--- config.mk ---
export PLATFORM = sky130hd
export DESIGN_NAME = seq_lock
export DESIGN_NICKNAME = d
export VERILOG_FILES = /design/src/rtl/seq_lock_pkg.sv /design/src/rtl/seq_lock_code_sel.sv /design/src/rtl/seq_lock_fsm.sv /design/src/rtl/seq_lock_fail_ctr.sv /design/src/rtl/seq_lock_out_reg.sv /design/src/rtl/seq_lock.sv
export SDC_FILE = /design/constraint.sdc
export NUM_CORES = 1
export LEC_CHECK = 0
export BUFFER_PORTS_ARGS = -buffer_cell sky130_fd_sc_hd__buf_4
export CORE_MARGIN = 2
export CORE_UTILIZATION = 30
export DETAILED_ROUTE_END_ITERATION = 10
export PLACE_DENSITY = 0.51
export SYNTH_ARGS = -nofsm -noshare
export SYNTH_HDL_FRONTEND = slang
export SYNTH_SLANG_ARGS = --single-unit
--- constraint.sdc ---
create_clock -name clk -period 2.3 [get_ports clk]
set_input_delay 0.23 -clock clk [delete_from_list [all_inputs] [get_ports clk]]
set_output_delay 0.23 -clock clk [all_outputs]
set_load 0.01 [all_outputs]
--- src/rtl/seq_lock_pkg.sv ---
package seq_lock_pkg;

  typedef enum logic [1:0] {
    ST_IDLE  = 2'd0,
    ST_CHECK = 2'd1,
    ST_LOCK  = 2'd2
  } lock_state_e;

  // Per-edge events decided by the frame controller
  typedef struct packed {
    logic done;     // fifth word consumed this edge
    logic pass;     // whole frame matched (valid with done)
    logic violate;  // marker seen inside a frame
    logic go_lock;  // entering lockout this edge
  } frame_evt_t;

endpackage

--- src/rtl/seq_lock_code_sel.sv ---
module seq_lock_code_sel #(
  parameter int WORD_W    = 8,
  parameter int FRAME_LEN = 5,
  parameter int IDX_W     = 3,
  parameter logic [FRAME_LEN-1:0][WORD_W-1:0] SECRET = '0
) (
  input  logic [IDX_W-1:0]  idx,
  output logic [WORD_W-1:0] expected
);

  // Select the secret word for the current frame position
  always_comb begin
    expected = '0;
    for (int i = 0; i < FRAME_LEN; i++) begin
      if (idx == IDX_W'(i)) expected = SECRET[i];
    end
  end

endmodule

--- src/rtl/seq_lock_fsm.sv ---
module seq_lock_fsm
  import seq_lock_pkg::*;
#(
  parameter int WORD_W    = 8,
  parameter int FRAME_LEN = 5,
  parameter int IDX_W     = 3
) (
  input  logic              clk,
  input  logic              rst_n,
  input  logic [WORD_W-1:0] word,
  input  logic              first,
  input  logic [WORD_W-1:0] expected,
  input  logic              limit_hit,
  output logic [IDX_W-1:0]  idx_sel,
  output frame_evt_t        evt,
  output logic              busy,
  output logic              locked
);

  localparam logic [IDX_W-1:0] LAST_IDX = IDX_W'(FRAME_LEN - 1);

  lock_state_e      state_q, state_d;
  logic [IDX_W-1:0] idx_q, idx_d;
  logic             mis_q, mis_d;
  logic             word_bad;

  always_ff @(posedge clk or negedge rst_n) begin
    if (!rst_n) begin
      state_q <= ST_IDLE;
      idx_q   <= '0;
      mis_q   <= 1'b0;
    end else begin
      state_q <= state_d;
      idx_q   <= idx_d;
      mis_q   <= mis_d;
    end
  end

  assign idx_sel  = (state_q == ST_CHECK) ? idx_q : '0;
  assign word_bad = (word != expected);
  assign busy     = (state_q == ST_CHECK);
  assign locked   = (state_q == ST_LOCK);

  always_comb begin
    state_d = state_q;
    idx_d   = idx_q;
    mis_d   = mis_q;
    evt     = '0;
    unique case (state_q)
      ST_IDLE: begin
        if (first) begin
          state_d = ST_CHECK;
          idx_d   = IDX_W'(1);
          mis_d   = word_bad;
        end
      end
      ST_CHECK: begin
        if (first) begin
          evt.violate = 1'b1;
          evt.go_lock = 1'b1;
          state_d     = ST_LOCK;
          idx_d       = '0;
          mis_d       = 1'b0;
        end else if (idx_q == LAST_IDX) begin
          evt.done = 1'b1;
          evt.pass = !(mis_q || word_bad);
          idx_d    = '0;
          mis_d    = 1'b0;
          if (!evt.pass && limit_hit) begin
            evt.go_lock = 1'b1;
            state_d     = ST_LOCK;
          end else begin
            state_d = ST_IDLE;
          end
        end else begin
          idx_d = idx_q + IDX_W'(1);
          mis_d = mis_q || word_bad;
        end
      end
      ST_LOCK: begin
        state_d = ST_LOCK;
      end
      default: begin
        state_d = ST_IDLE;
        idx_d   = '0;
        mis_d   = 1'b0;
      end
    endcase
  end

endmodule

--- src/rtl/seq_lock_fail_ctr.sv ---
module seq_lock_fail_ctr #(
  parameter int MAX_FAIL = 3
) (
  input  logic clk,
  input  logic rst_n,
  input  logic done,
  input  logic pass,
  output logic limit_hit
);

  localparam int CNT_W = $clog2(MAX_FAIL + 1);
  localparam logic [CNT_W-1:0] LIMIT_M1 = CNT_W'(MAX_FAIL - 1);

  logic [CNT_W-1:0] cnt_q;

  always_ff @(posedge clk or negedge rst_n) begin
    if (!rst_n) begin
      cnt_q <= '0;
    end else if (done) begin
      if (pass)                   cnt_q <= '0;
      else if (cnt_q != LIMIT_M1) cnt_q <= cnt_q + CNT_W'(1);
    end
  end

  // Next failure is the one that trips lockout
  assign limit_hit = (cnt_q == LIMIT_M1);

endmodule

--- src/rtl/seq_lock_out_reg.sv ---
module seq_lock_out_reg
  import seq_lock_pkg::*;
(
  input  logic       clk,
  input  logic       rst_n,
  input  frame_evt_t evt,
  output logic       unlock,
  output logic       warning
);

  always_ff @(posedge clk or negedge rst_n) begin
    if (!rst_n) begin
      unlock  <= 1'b0;
      warning <= 1'b0;
    end else if (evt.go_lock) begin
      unlock  <= 1'b0;
      warning <= 1'b1;
    end else if (evt.done) begin
      unlock  <= evt.pass;
      warning <= !evt.pass;
    end
  end

endmodule

--- src/rtl/seq_lock.sv ---
module seq_lock
  import seq_lock_pkg::*;
#(
  parameter int WORD_W    = 8,
  parameter int FRAME_LEN = 5,
  parameter int MAX_FAIL  = 3,
  parameter logic [FRAME_LEN-1:0][WORD_W-1:0] SECRET =
    {8'd73, 8'd101, 8'd56, 8'd19, 8'd36}
) (
  input  logic              clk,
  input  logic              rst_n,
  input  logic [WORD_W-1:0] num_in,
  input  logic              first,
  output logic              unlock,
  output logic              warning
);

  localparam int IDX_W = $clog2(FRAME_LEN);

  logic [IDX_W-1:0]  idx_sel;
  logic [WORD_W-1:0] expected;
  logic              limit_hit;
  frame_evt_t        evt;
  logic              fsm_busy;
  logic              fsm_locked;

  seq_lock_code_sel #(
    .WORD_W(WORD_W), .FRAME_LEN(FRAME_LEN), .IDX_W(IDX_W), .SECRET(SECRET)
  ) u_code (
    .idx(idx_sel), .expected(expected)
  );

  seq_lock_fsm #(
    .WORD_W(WORD_W), .FRAME_LEN(FRAME_LEN), .IDX_W(IDX_W)
  ) u_fsm (
    .clk(clk), .rst_n(rst_n), .word(num_in), .first(first),
    .expected(expected), .limit_hit(limit_hit), .idx_sel(idx_sel),
    .evt(evt), .busy(fsm_busy), .locked(fsm_locked)
  );

  seq_lock_fail_ctr #(.MAX_FAIL(MAX_FAIL)) u_fail (
    .clk(clk), .rst_n(rst_n), .done(evt.done), .pass(evt.pass),
    .limit_hit(limit_hit)
  );

  seq_lock_out_reg u_out (
    .clk(clk), .rst_n(rst_n), .evt(evt), .unlock(unlock), .warning(warning)
  );

endmodule

# [Yosys cells after proc, flatten, opt, wreduce, memory -nomap -nowiden]
# Index checks and enable logic that the tools add are counted.
[word_totals] out_inout_bits=2 regBits=10 word_cells=64
[op_classes] n_eq_ne=12 bitwise=1 reduce_logical=11 muxes=32 n_addsub=2
[ops] cell="$mux 6" n=3
[ops] cell="$mux 2" n=8
[ops] cell="$mux 7" n=2
[ops] cell="$mux 3" n=4
[ops] cell="$mux 1" n=11
[ops] cell="$pmux 3 s3" n=1
[ops] cell="$ne 8x7->1" n=1
[ops] cell="$eq 3x2->1 const B" n=2
[ops] cell="$eq 3x3->1 const B" n=2
[ops] cell="$pmux 2 s3" n=1
[ops] cell="$reduce_and 2->1" n=3
[ops] cell="$eq 2x2->1 const B" n=2
[ops] cell="$mux 4" n=1
[ops] cell="$ne 2x2->1 const B" n=2
[ops] cell="$reduce_bool 2->1" n=2
[ops] cell="$add 3x1->3 const B" n=1
[ops] cell="$eq 3x1->1 const B" n=1
[ops] cell="$logic_not 3->1" n=1
[ops] cell="$ne 3x2->1 const B" n=1
[ops] cell="$pmux 1 s3" n=1
[ops] cell="$add 2x1->2 const B" n=1
[ops] cell="$eq 2x1->1 const B" n=1
[ops] cell="$logic_not 1->1" n=2
[ops] cell="$logic_not 2->1" n=1
[ops] cell="3 further kinds" n=3

# [Longest topological paths before layout]
# Gate-level depths: netlist (run 1).
[logic_depth] word_depth=18 mapped_depth=8

# [Modules after synthesis]
# A second synthesis (run 1) with hierarchy kept.
[hier_totals] cells_unflattened=90 area_unflattened_um2=757.0
[by_module_without_submodules] module="seq_lock_fsm" seq_area_each_um2=150.1 cells_per_inst=58 n_inst=1 area_each_um2=479.2
[by_module_without_submodules] module="seq_lock_fail_ctr" seq_area_each_um2=50.0 cells_per_inst=11 n_inst=1 area_each_um2=120.1
[by_module_without_submodules] module="seq_lock_code_sel" seq_area_each_um2=0.0 cells_per_inst=14 n_inst=1 area_each_um2=78.8
[by_module_without_submodules] module="seq_lock_out_reg" seq_area_each_um2=50.0 cells_per_inst=7 n_inst=1 area_each_um2=78.8

# [Least setup slack after synthesis (run 1)]
# Ideal clock, no wire load.
[synth_path] path_type="reg2reg" startpoint="register u_fsm.idx_q[0]" endpoint="register u_out.warning" arrival_ps=1711 path_stages_with_launch=7 t_required_ps=2172 slack_ps=461 setup_ps=128 n_path_buf=0 period_less_slack_ps=1839 cell_sequence="dfrtp_1 nand3b_1 a2111oi_0 a311oi_1 or3_4 nor4_4 nor3_1"
[synth_between] elab_chain_len=16
[synth_rtl] item="from (decl)" line="seq_lock_fsm.sv:23" rtl="logic [IDX_W-1:0] idx_q, idx_d;"
[synth_rtl] item="from (signal assigned)" line="seq_lock_fsm.sv:34" rtl="idx_q <= idx_d;"
[synth_rtl] item="$mux 3" line="seq_lock_fsm.sv:39" rtl="assign idx_sel = (state_q == ST_CHECK) ? idx_q : '0;"
[synth_rtl] item="$logic_not 3->1" line="seq_lock_code_sel.sv:15" rtl="if (idx == IDX_W'(i)) expected = SECRET[i];"
[synth_rtl] item="$mux 6 (3 in a row)" line="seq_lock_code_sel.sv:15"
[synth_rtl] item="$mux 7 (2 in a row)" line="seq_lock_code_sel.sv:15"
[synth_rtl] item="$ne 8x7->1" line="seq_lock_fsm.sv:40" rtl="assign word_bad = (word != expected);"
[synth_rtl] item="$logic_or 1x1->1" line="seq_lock_fsm.sv:66" rtl="evt.pass = !(mis_q || word_bad);"
[synth_rtl] item="$logic_not 1->1" line="seq_lock_fsm.sv:66"
[synth_rtl] item="$mux 2" line="seq_lock_fsm.sv:64" rtl="end else if (idx_q == LAST_IDX) begin"
[synth_rtl] item="$mux 2" line="seq_lock_fsm.sv:58" rtl="if (first) begin"
[synth_rtl] item="$mux 4 *" line="seq_lock_fsm.sv:49" rtl="unique case (state_q)"
[synth_rtl] item="$logic_not 1->1" line="seq_lock_out_reg.sv:20" rtl="warning <= !evt.pass;"
[synth_rtl] item="$mux 1" line="seq_lock_out_reg.sv:18" rtl="end else if (evt.done) begin"
[synth_rtl] item="$mux 1" line="seq_lock_out_reg.sv:15" rtl="end else if (evt.go_lock) begin"
[synth_rtl] item="to (signal assigned)" line="seq_lock_out_reg.sv:20"
[synth_rtl] item="to (decl)" line="seq_lock_out_reg.sv:8" rtl="output logic warning"
# Mark *: on every way between the ends. The rest lies on a longest branch, timed or not. The select of a mux whose other input is x is not followed.
# A chain may end at the register's enable or synchronous reset.

# [Final worst setup path (run 1)]
[layout_path] startpoint="register u_fsm.state_q[1]" endpoint="register u_fsm.state_q[1]"
[layout_between] elab_chain_len=15
[layout_rtl] item="from (decl)" line="seq_lock_fsm.sv:22" rtl="lock_state_e state_q, state_d;"
[layout_rtl] item="from (signal assigned)" line="seq_lock_fsm.sv:33" rtl="state_q <= state_d;"
[layout_rtl] item="$eq 2x1->1" line="seq_lock_fsm.sv:39, seq_lock_fsm.sv:49"
[layout_rtl] item="$mux 3" line="seq_lock_fsm.sv:39"
[layout_rtl] item="$logic_not 3->1" line="seq_lock_code_sel.sv:15"
[layout_rtl] item="$mux 6 (3 in a row)" line="seq_lock_code_sel.sv:15"
[layout_rtl] item="$mux 7 (2 in a row)" line="seq_lock_code_sel.sv:15"
[layout_rtl] item="$ne 8x7->1" line="seq_lock_fsm.sv:40"
[layout_rtl] item="$logic_or 1x1->1" line="seq_lock_fsm.sv:66"
[layout_rtl] item="$logic_and 1x1->1" line="seq_lock_fsm.sv:69" rtl="if (!evt.pass && limit_hit) begin"
[layout_rtl] item="$mux 2" line="seq_lock_fsm.sv:69"
[layout_rtl] item="$mux 2" line="seq_lock_fsm.sv:64"
[layout_rtl] item="$mux 2" line="seq_lock_fsm.sv:58"
[layout_rtl] item="$pmux 2 s3" line="seq_lock_fsm.sv:49"
# Parallel ways exist; a longest one is shown, timed or not. The select of a mux whose other input is x is not followed.

==> results of run 1 <==
==> sequential cells by signal, summed over array words and instances (netlist names) <==
register,count
u_fsm.state_q,2
u_out.warning,1
u_out.unlock,1
u_fsm.mis_q,1
u_fail.cnt_q,2
u_fsm.idx_q,3
==> cells by family after synthesis <==
family / Yosys count / share of synthesized area (%)
muxes: 1 / 1.16
adders and majority gates: 3 / 4.37
DFF: 10 / 29.1
buffers and inverters: 12 / 5.97
AOI/OAI and AO/OA: 29 / 23.1
and+or+nand+nor: 49 / 35.2
xor gates and xnor gates: 1 / 1.02
==> power by group through the flow <==
stage               Clock [mW]  Combinational, mW  Sequential, mW
floorplan                    0              0.391           0.313
finish                   0.167              0.530           0.352
CTS                      0.176              0.535           0.353
global placement             0              0.530           0.354
detailed placement           0              0.530           0.357
global route             0.187              0.613           0.370
==> layout by cell type, fill, tap and decap left out, types with 2 or more instances in the layout <==
cell type and n:
sky130_fd_sc_hd__buf_4 16, sky130_fd_sc_hd__dfrtp_1 10, sky130_fd_sc_hd__o21ai_0 9, sky130_fd_sc_hd__nor2_1 8, sky130_fd_sc_hd__nor3_1 8, sky130_fd_sc_hd__nor2b_1 6, sky130_fd_sc_hd__inv_1 5, sky130_fd_sc_hd__nand2_1 5
sky130_fd_sc_hd__nand2b_1 4, sky130_fd_sc_hd__a21oi_1 4, sky130_fd_sc_hd__nand3_1 3, sky130_fd_sc_hd__ha_1 3, sky130_fd_sc_hd__clkbuf_4 3, sky130_fd_sc_hd__and2_1 2, sky130_fd_sc_hd__nand3b_1 2, sky130_fd_sc_hd__nand4b_1 2
sky130_fd_sc_hd__o211ai_1 2
==> what timing repair did <==
| action | 4_1_cts | 5_1_grt |
|---|---|---|
| gates resized for setup | 0 | 0 |
| hold endpoints to repair | 10 | 0 |
| hold buffers | 1 | 0 |
==> metal layers <==
metal	wire length [um]	global-route usage [%]	share of wire, %
met3	113	4.08	5.3
met1	1030	20.9	48
met4	10	1.99	0.47
met5	0	0	0
met2	966	23.5	46
==> layout make-up <==
class / count / area [um2] / area share, %
Clock buffer: 4 / 36.3 / 3.50
Sequential cell: 10 / 250 / 24.2
Inverter: 6 / 22.5 / 2.17
Timing Repair Buffer: 17 / 130 / 12.6
Multi-Input combinational cell: 83 / 558 / 53.9
Tap cell: 31 / 38.8 / 3.74
==> path summary, 6_finish.rpt <==
kind / start / end / slack (ns) / cells after the start
min in group asynchronous: rst_n / u_fsm.idx_q[2] / 0.32 / 2
max in group asynchronous: rst_n / u_out.unlock / 1.84 / 2
setup / recovery: u_fsm.state_q[1] / u_fsm.state_q[1] / 0.25 / 6
setup reg to reg: u_fsm.state_q[1] / u_fsm.state_q[1] / 0.25 / 6
hold reg to reg: u_fsm.mis_q / u_fsm.mis_q / 0.51 / 2
hold / removal: first / u_fsm.state_q[1] / 0.28 / 3
==> through the flow <==
stage	hold WS, ns	util (%)
detailed placement	0.0732	36.2
global route	0.300	37.9
global placement	0.0712	36.2
floorplan	-0.0656	-
CTS	0.276	37.9
finish	0.285	37.9
==> worst max-delay path: cells and delay by family (launching register included) <==
kind,cells,cell delay (ns)
AO/OA/AOI/OAI,4,0.78
AND/OR/NAND/NOR,2,0.69
flip-flops,1,0.46
==> reports/metrics.cfg, run 1 <==
[sta]
slew-limit-headroom_pct=75.5
worst-slew-pin-transition_ns=0.359
timing.setup.tns_ns=0
fin_worst_skew_ns=0.00336
rsz0062_at_grt=no
final_min_period_over_clock_period_pct=89.2
layout_setup_ws_ns=0.247
max_freq_ghz=0.487
final-hold-violation-count=0
post-route-min-period_ns=2.05
finalSetupViolCount=0
timing.final.max_slew_violations=0

[routing]
firstDrtPassIters=4
drcViolationCount=0
viasPerCell=5.61
drt_iter0_drc=67
routed_wire_length_per_instance_um=14.0
detailroute.via_count=847
detail_route.wirelength_um=2120
drt.antenna.violating_nets=0

[global_route]
grt_first_pass_wirelength_um=3890
grt_start_max_net_pins=13
total_routing_resource_utilization_after_global_routing_pct=14.9
first_global_vias=849
gr-total-overflow=0
initial_antenna_violation_count=0

[synth]
postSynthNetCount=119
count_of_flip_flops_with_a_built_in_enable_after_synthesis=0
synth.top_cells.by_area=sky130_fd_sc_hd__dfrtp_1 29%, sky130_fd_sc_hd__o21ai_0 5.2%, sky130_fd_sc_hd__nor3_1 4.7%
postSynth.asyncResetShare_pct=100
synth.yosys.warnings=0
synthesis.instances=105
post-synth-top-count-cell=sky130_fd_sc_hd__dfrtp_1
synthDistinctLibCells=44
seq_total_area_yosys_pct=29.1
synthesis.area_per_instance_um2=8.19
yosys.area.top_type=sky130_fd_sc_hd__dfrtp_1
synth.cells.most_frequent=10 x sky130_fd_sc_hd__dfrtp_1, 9 x sky130_fd_sc_hd__o21ai_0, 8 x sky130_fd_sc_hd__nor2_1, 8 x sky130_fd_sc_hd__nor3_1, 6 x sky130_fd_sc_hd__nor2b_1
synthFlopType=sky130_fd_sc_hd__dfrtp_1
ys_ff_latch=10
synth.cell_area_um2=860
netlist.area_leader.share_pct=29.1

[placed_design]
place_congestion=0.827
post-dp-hpwl_um=1630
place.port_buffers=12
dpl_worst_slack_ns=0.251
area_post_placement_um2=990
placed_cells=146

[layout]
fraction_of_final_layout_cells_with_drive_strength_greater_than_1_pct=20.0
post_layout_cell_count=151
synthToLayoutAreaGrowth_pct=20.5
fillerInstances=284
layout.cell_area.non_filler_um2=1040
antennaDiodeCount=0
final_net_count=135

[floorplanning]
initial_utilization_pct=31.4
die-height_um=57.5
die_x_um=57.5
io-pin-count=13
std_cell_rows=19
fp.coreArea_um2=2730
dieArea_um2=3310

[critical_path]
critical_path_cell_list=nand2b_1 -> a2111oi_0 -> a311oi_1 -> or3_4 -> o21ai_1 -> o221ai_1
cp_data_arrival_time_ns=2.20
worst_ep_required_time_ns=2.45
path_class=flip-flop to flip-flop
cpPeakStageDelay_ns=0.46
startpoint_type=flip-flop
cell_with_the_largest_stage_delay_on_the_worst_path=sky130_fd_sc_hd__dfrtp_1
critical_path.endpoint_type=flip-flop
path_max_fanout=9

[power_and_ir_drop]
power_switching_share_pct=43.1
internal_pwr_total_mw=0.597
power.net_switching_mw=0.452
sequential_fraction_of_design_power_pct=33.6
clockPowerShare_pct=16.0
power.ir.vdd_worst_mv=0.513
power.static_leakage_nw=0.441
power_per_cell_area_nw_per_um2=1010
pwr-share-comb_pct=50.5
report.power.total_mw=1.05

[clocking]
cts_inserted_buffers=3
setup_fix_bufs_post_cts=0
clkTransAtPathRegs_ns=0.08
clkLatencyLatePin_ns=0.27
clock-root-buffer=sky130_fd_sc_hd__clkbuf_4
maximum_buffer_depth_of_the_clock_tree=2
cts_max_level=1
cts_num_sinks=10
tritoncts_clock_tree=done

[run]
max_cap_violations=0

[run_status]
run_status=complete, no violations

[min_path]
hp-class=input port to flip-flop

No activity file was read; power rests on OpenSTA's default activity.
==> inputs of run 2 (changes only) <==
Settings changed: GPL_TIMING_DRIVEN set to 0.
==> reports/metrics.cfg, run 2 (synthesis results as in run 1) <==
[placed_design]
place.port_buffers=12  ; unchanged
post-dp-hpwl_um=1600  ; -1.5%
area_post_placement_um2=988  ; -0.13%
dpl_worst_slack_ns=0.165  ; -0.0857 ns
place_congestion=0.851  ; +2.9%

[critical_path]
critical_path_cell_list=nand2b_1 -> a2111oi_1 -> a311oi_1 -> or3_4 -> o21ai_1 -> o221ai_1
cpPeakStageDelay_ns=0.47  ; about the same
cp-startpoint=u_fsm.state_q[1]
cell_with_the_largest_stage_delay_on_the_worst_path=sky130_fd_sc_hd__dfrtp_1
path_max_fanout=9  ; unchanged
startpoint_type=flip-flop
critical_path.reg2reg.startpoint=u_fsm.state_q[1]
worst_ep_required_time_ns=2.44  ; about the same
path_class=flip-flop to flip-flop
cp_data_arrival_time_ns=2.28  ; +0.08 ns
critical_path.endpoint_type=flip-flop

[floorplanning]
std_cell_rows=19  ; unchanged
die-height_um=57.5  ; unchanged
io-pin-count=13  ; unchanged
initial_utilization_pct=31.4  ; unchanged
dieArea_um2=3310  ; unchanged
fp.coreArea_um2=2730  ; unchanged
die_x_um=57.5  ; unchanged

[clocking]
tritoncts_clock_tree=done
clock-root-buffer=sky130_fd_sc_hd__clkbuf_4
cts_inserted_buffers=3  ; unchanged
cts_num_sinks=10  ; unchanged
cts_max_level=1  ; unchanged
maximum_buffer_depth_of_the_clock_tree=2  ; unchanged
clkLatencyLatePin_ns=0.27  ; about the same
setup_fix_bufs_post_cts=0  ; unchanged
clkTransAtPathRegs_ns=0.07  ; about the same

[layout]
layout_common_cells=13 x sky130_fd_sc_hd__buf_4, 10 x sky130_fd_sc_hd__dfrtp_1, 9 x sky130_fd_sc_hd__o21ai_0
regMostFlops=u_fsm.idx_q
multiInputGateArea_um2=559  ; +0.22%
fin_util_pct=37.9  ; unchanged
antennaDiodeCount=0  ; unchanged
layout.cell_area.non_filler_um2=1040  ; unchanged
layout.cells.most_common=sky130_fd_sc_hd__buf_4
synthToLayoutAreaGrowth_pct=20.5  ; unchanged
area.sequential_um2=250  ; unchanged
largest_register_ffs=3  ; unchanged
final_net_count=137  ; +1.5%
fraction_of_final_layout_cells_with_drive_strength_greater_than_1_pct=18.9  ; -1.1 points
reg.largest.list=u_fsm.idx_q (3), u_fail.cnt_q (2), u_fsm.state_q (2)
fillerInstances=271  ; -4.6%

[global_route]
gr-total-overflow=0  ; unchanged
initial_antenna_violation_count=0  ; unchanged
total_routing_resource_utilization_after_global_routing_pct=13.7  ; -1.3 points
first_global_vias=801  ; -5.7%
grt_start_max_net_pins=11  ; -2
grt_first_pass_wirelength_um=3460  ; -11%

[sta]
layout_setup_ws_ns=0.162  ; -0.0860 ns
final-hold-violation-count=0  ; unchanged
timing.final.max_slew_violations=0  ; unchanged
fin_worst_hold_slack_ns=0.282  ; -0.00263 ns
rsz0062_at_grt=no
worst-slew-pin-transition_ns=0.469  ; +0.110 ns
max_freq_ghz=0.468  ; -4.0%
finalSetupViolCount=0  ; unchanged
final_min_period_over_clock_period_pct=93.0  ; +3.7 points
post-route-min-period_ns=2.14  ; +0.0860 ns
fin_worst_skew_ns=0.00105  ; -0.00230 ns
timing.setup.tns_ns=0  ; unchanged
slew-limit-headroom_pct=68.8  ; -6.7 points

[routing]
detailroute.via_count=858  ; +1.3%
viasPerCell=5.61  ; about the same
firstDrtPassIters=4  ; unchanged
detail_route.wirelength_um=2120  ; about the same
routed_wire_length_per_instance_um=13.9  ; -1.2%
drt_iter0_drc=26  ; -61%
drcViolationCount=0  ; unchanged
drt.antenna.violating_nets=0  ; unchanged

[run_status]
run_status=complete, no violations

[power_and_ir_drop]
power.static_leakage_nw=0.439  ; -0.48%
power.ir.vdd_worst_mv=0.458  ; -11%
power_per_cell_area_nw_per_um2=990  ; -2.2%

[min_path]
hp-class=input port to flip-flop
worst_hold_startpoint=first

[run]
max_cap_violations=0  ; unchanged

run 2: cell count changes in the layout (fill, tap and decap cells not counted), sizes merged:
cell | previous run | this run
clkbuf | 4 | 7
buf | 16 | 15
run 2: worst paths after layout:
path | end | slack, ns | cells after the start
min in group asynchronous | u_fail.cnt_q[1] | 0.32 | 2
min | u_fsm.state_q[0] | 0.28 | 4
max | u_fsm.state_q[1] | 0.16 | 6
min reg2reg | u_fsm.mis_q | 0.52 | 2
max reg2reg | u_fsm.state_q[1] | 0.16 | 6
max in group asynchronous | u_fsm.idx_q[1] | 1.83 | 2
run 2: what timing repair did:
| item | 4_1_cts | 5_1_grt |
|---|---|---|
| hold endpoints to repair | 10 | 0 |
| hold buffers | 1 | 0 |
| resized for setup | 0 | 1 |
| endpoints found under the setup margin | 0 | 5 |
run 2: through the flow:
step	power (mW)	instances
3_5_place_dp	0.868	148
4_1_cts	1.03	153
6_report	1.03	153
5_1_grt	1.12	153
3_3_place_gp	0.854	148
2_1_floorplan	0.704	105
run 2: where the power goes:
part	switching (mW)	internal [mW]	total [mW]
logic	0.309	0.234	0.543
clock network	0.0654	0.0963	0.162
registers	0.0701	0.251	0.321
run 2: cell type report:
type | instances | share of cell area (%)
timing repair buffer | 13 | 9.66
multi-input combinational | 83 | 54.0
buffer | 6 | 2.78
inverter | 6 | 2.17
tap | 31 | 3.74
clock buffer | 4 | 3.50
sequential | 10 | 24.2
run 2: critical path, delay by kind of cell, from the launching register on:
kind,cells,cell delay (ns)
AOI/OAI and AO/OA,4,0.80
DFF,1,0.47
and+or+nand+nor,2,0.73
run 2: layer usage:
metal  track usage (%)  vias to the layer above  share of wire (%)
met5                 0                        -                  0
met3              2.49                        8                5.8
li1                  -                      420                  -
met2              21.9                       30                 45
met4              5.65                        0                1.8
met1              18.0                      400                 47
==> inputs of run 3 (changes only) <==
Settings changed: PLACE_DENSITY 0.51 to 0.53.
Clock period 2.3 ns to 1.9 ns, I/O delays scaled along.
==> reports/metrics.cfg, run 3 (synthesis results as in run 1) <==
[power_and_ir_drop]
power_per_cell_area_nw_per_um2=1190  ; +20%
report.power.total_mw=1.34  ; +31%
power_switching_share_pct=44.6  ; +1.3 points
pwr-share-comb_pct=56.2  ; +3.2 points
power.net_switching_mw=0.597  ; +34%
power.static_leakage_nw=0.451  ; +2.6%
internal_pwr_total_mw=0.742  ; +28%
clockPowerShare_pct=11.4  ; -4.4 points
sequential_fraction_of_design_power_pct=32.4  ; +1.1 points
power.ir.vdd_worst_mv=0.581  ; +27%

[layout]
multiInputGateArea_um2=632  ; +13%
antennaDiodeCount=0  ; unchanged
reg.largest.list=u_fsm.idx_q (3), u_fail.cnt_q (2), u_fsm.state_q (2)
area.sequential_um2=254  ; +1.5%
fraction_of_final_layout_cells_with_drive_strength_greater_than_1_pct=31.7  ; +13 points
final_net_count=139  ; +1.5%
fillerInstances=274  ; +1.1%
layout_common_cells=17 x sky130_fd_sc_hd__buf_4, 8 x sky130_fd_sc_hd__nor2_1, 8 x sky130_fd_sc_hd__o21ai_0
synthToLayoutAreaGrowth_pct=30.7
regMostFlops=u_fsm.idx_q
largest_register_ffs=3  ; unchanged
layout.cell_area.non_filler_um2=1120  ; +8.5%
layout.cells.most_common=sky130_fd_sc_hd__buf_4
fin_util_pct=41.1  ; +3.2 points

[floorplanning]
std_cell_rows=19  ; unchanged
die_x_um=57.5  ; unchanged
initial_utilization_pct=31.4  ; unchanged
dieArea_um2=3310  ; unchanged
io-pin-count=13  ; unchanged
fp.coreArea_um2=2730  ; unchanged
die-height_um=57.5  ; unchanged

[critical_path]
worst_ep_required_time_ns=2.05  ; -0.39 ns
path_max_fanout=7  ; -2
path_class=flip-flop to flip-flop
r2r_end=u_out.warning
register_to_register_setup_slack_ns=-0.09  ; -0.25 ns
critical_path.reg2reg.startpoint=u_fsm.idx_q[0]
r2r.worst_path.cells=6  ; unchanged
critical_path.endpoint=u_out.warning
critical_path.endpoint_type=flip-flop
cp_data_arrival_time_ns=2.15  ; -0.13 ns
cp-startpoint=u_fsm.idx_q[0]
startpoint_type=flip-flop

[routing]
drt_iter0_drc=27  ; +3.8%
detail_route.wirelength_um=2200  ; +3.6%
detailroute.via_count=850  ; -0.93%
drcViolationCount=0  ; unchanged
routed_wire_length_per_instance_um=14.3  ; +3.0%
drt.antenna.violating_nets=0  ; unchanged
firstDrtPassIters=4  ; unchanged
viasPerCell=5.52  ; -1.6%

[sta]
post-route-min-period_ns=1.99  ; -0.147 ns
fin_worst_skew_ns=0.00458  ; +0.00353 ns
rsz0062_at_grt=yes
worst-slew-pin-transition_ns=0.508  ; +0.0396 ns
timing.final.max_slew_violations=0  ; unchanged
final-hold-violation-count=0  ; unchanged
slew-limit-headroom_pct=66.1  ; -2.6 points
fin_worst_hold_slack_ns=0.226  ; -0.0560 ns
layout_setup_ws_ns=-0.0914  ; -0.253 ns
final_min_period_over_clock_period_pct=105  ; +12 points
max_freq_ghz=0.502  ; +7.4%
finalSetupViolCount=5  ; +5

[clocking]
clock-root-buffer=sky130_fd_sc_hd__clkbuf_4
cts_max_level=1  ; unchanged
maximum_buffer_depth_of_the_clock_tree=2  ; unchanged
clkLatencyLatePin_ns=0.27  ; about the same
cts_num_sinks=10  ; unchanged
tritoncts_clock_tree=done
clkTransAtPathRegs_ns=0.07  ; about the same
cts_inserted_buffers=3  ; unchanged

[min_path]
hp-class=input port to flip-flop
worst_hold_startpoint=first

[placed_design]
place_congestion=0.858  ; +0.88%
dpl_worst_slack_ns=-0.244  ; -0.409 ns
area_post_placement_um2=988  ; unchanged
place.port_buffers=12  ; unchanged
post-dp-hpwl_um=1600  ; -0.17%

[run]
max_cap_violations=0  ; unchanged

[run_status]
violations=setup timing
run_status=complete, but fails checks

[global_route]
total_routing_resource_utilization_after_global_routing_pct=14.3  ; +0.63 points
grt_start_max_net_pins=11  ; unchanged
grt_first_pass_wirelength_um=3640  ; +5.4%
gr-total-overflow=0  ; unchanged
initial_antenna_violation_count=0  ; unchanged
first_global_vias=798  ; -0.37%

run 3: per-stage QoR:
| stage | TNS (ns) | std cells |
|---|---|---|
| after detailed placement | -1.04 | 148 |
| after CTS | -0.182 | 153 |
| after global placement | -0.902 | 148 |
| after global routing | -0.717 | 154 |
| final | -0.219 | 154 |
| after floorplan | 0 | 105 |
run 3: power groups by stage:
stage | combinational (mW) | sequential, mW | clock [mW]
2_1_floorplan | 0.474 | 0.379 | 0
4_1_cts | 0.710 | 0.426 | 0.159
3_3_place_gp | 0.646 | 0.386 | 0
5_1_grt | 0.846 | 0.448 | 0.168
3_5_place_dp | 0.662 | 0.391 | 0
6_report | 0.753 | 0.434 | 0.153
run 3: worst min path at each step:
| stage | end | depth (start not counted) |
|---|---|---|
| 6_report | u_fsm.state_q[0] | 4 |
| 3_5_place_dp | u_fail.cnt_q[1] | 1 |
| 5_1_grt | u_fsm.state_q[0] | 4 |
| 3_3_place_gp | u_fail.cnt_q[1] | 1 |
| 2_1_floorplan | u_fail.cnt_q[0] | 0 |
| 4_1_cts | u_fsm.state_q[0] | 4 |
run 3: repair_timing:
action | in CTS | in global routing
pin swaps | 2 | 6
hold buffers | 1 | 0
hold endpoints to repair | 10 | 0
gates resized for setup | 12 | 12
setup endpoints to repair | 5 | 6
buffers inserted | 2 | 1
run 3: layout make-up:
| class | instances | area share [%] |
|---|---|---|
| timing repair buffer | 16 | 10.9 |
| inverter | 6 | 2.00 |
| tap | 31 | 3.45 |
| multi-input combinational | 83 | 56.2 |
| sequential | 10 | 22.6 |
| buffer | 5 | 2.78 |
| clock buffer | 3 | 2.00 |
run 3: per-layer routing:
metal | track usage [%] | wire length [um]
met5 | 0 | 0
met4 | 6.64 | 38
met3 | 2.72 | 68
met2 | 22.9 | 1010
met1 | 18.5 | 1080
run 3: worst max-delay path: stages, from the launching register on:
cell and delay [ns]:
sky130_fd_sc_hd__dfrtp_2 0.44, sky130_fd_sc_hd__nand3b_1 0.21, sky130_fd_sc_hd__a2111oi_4 0.31, sky130_fd_sc_hd__a311oi_2 0.11, sky130_fd_sc_hd__or3_4 0.44, sky130_fd_sc_hd__nor4_4 0.28, sky130_fd_sc_hd__nor3_1 0.08
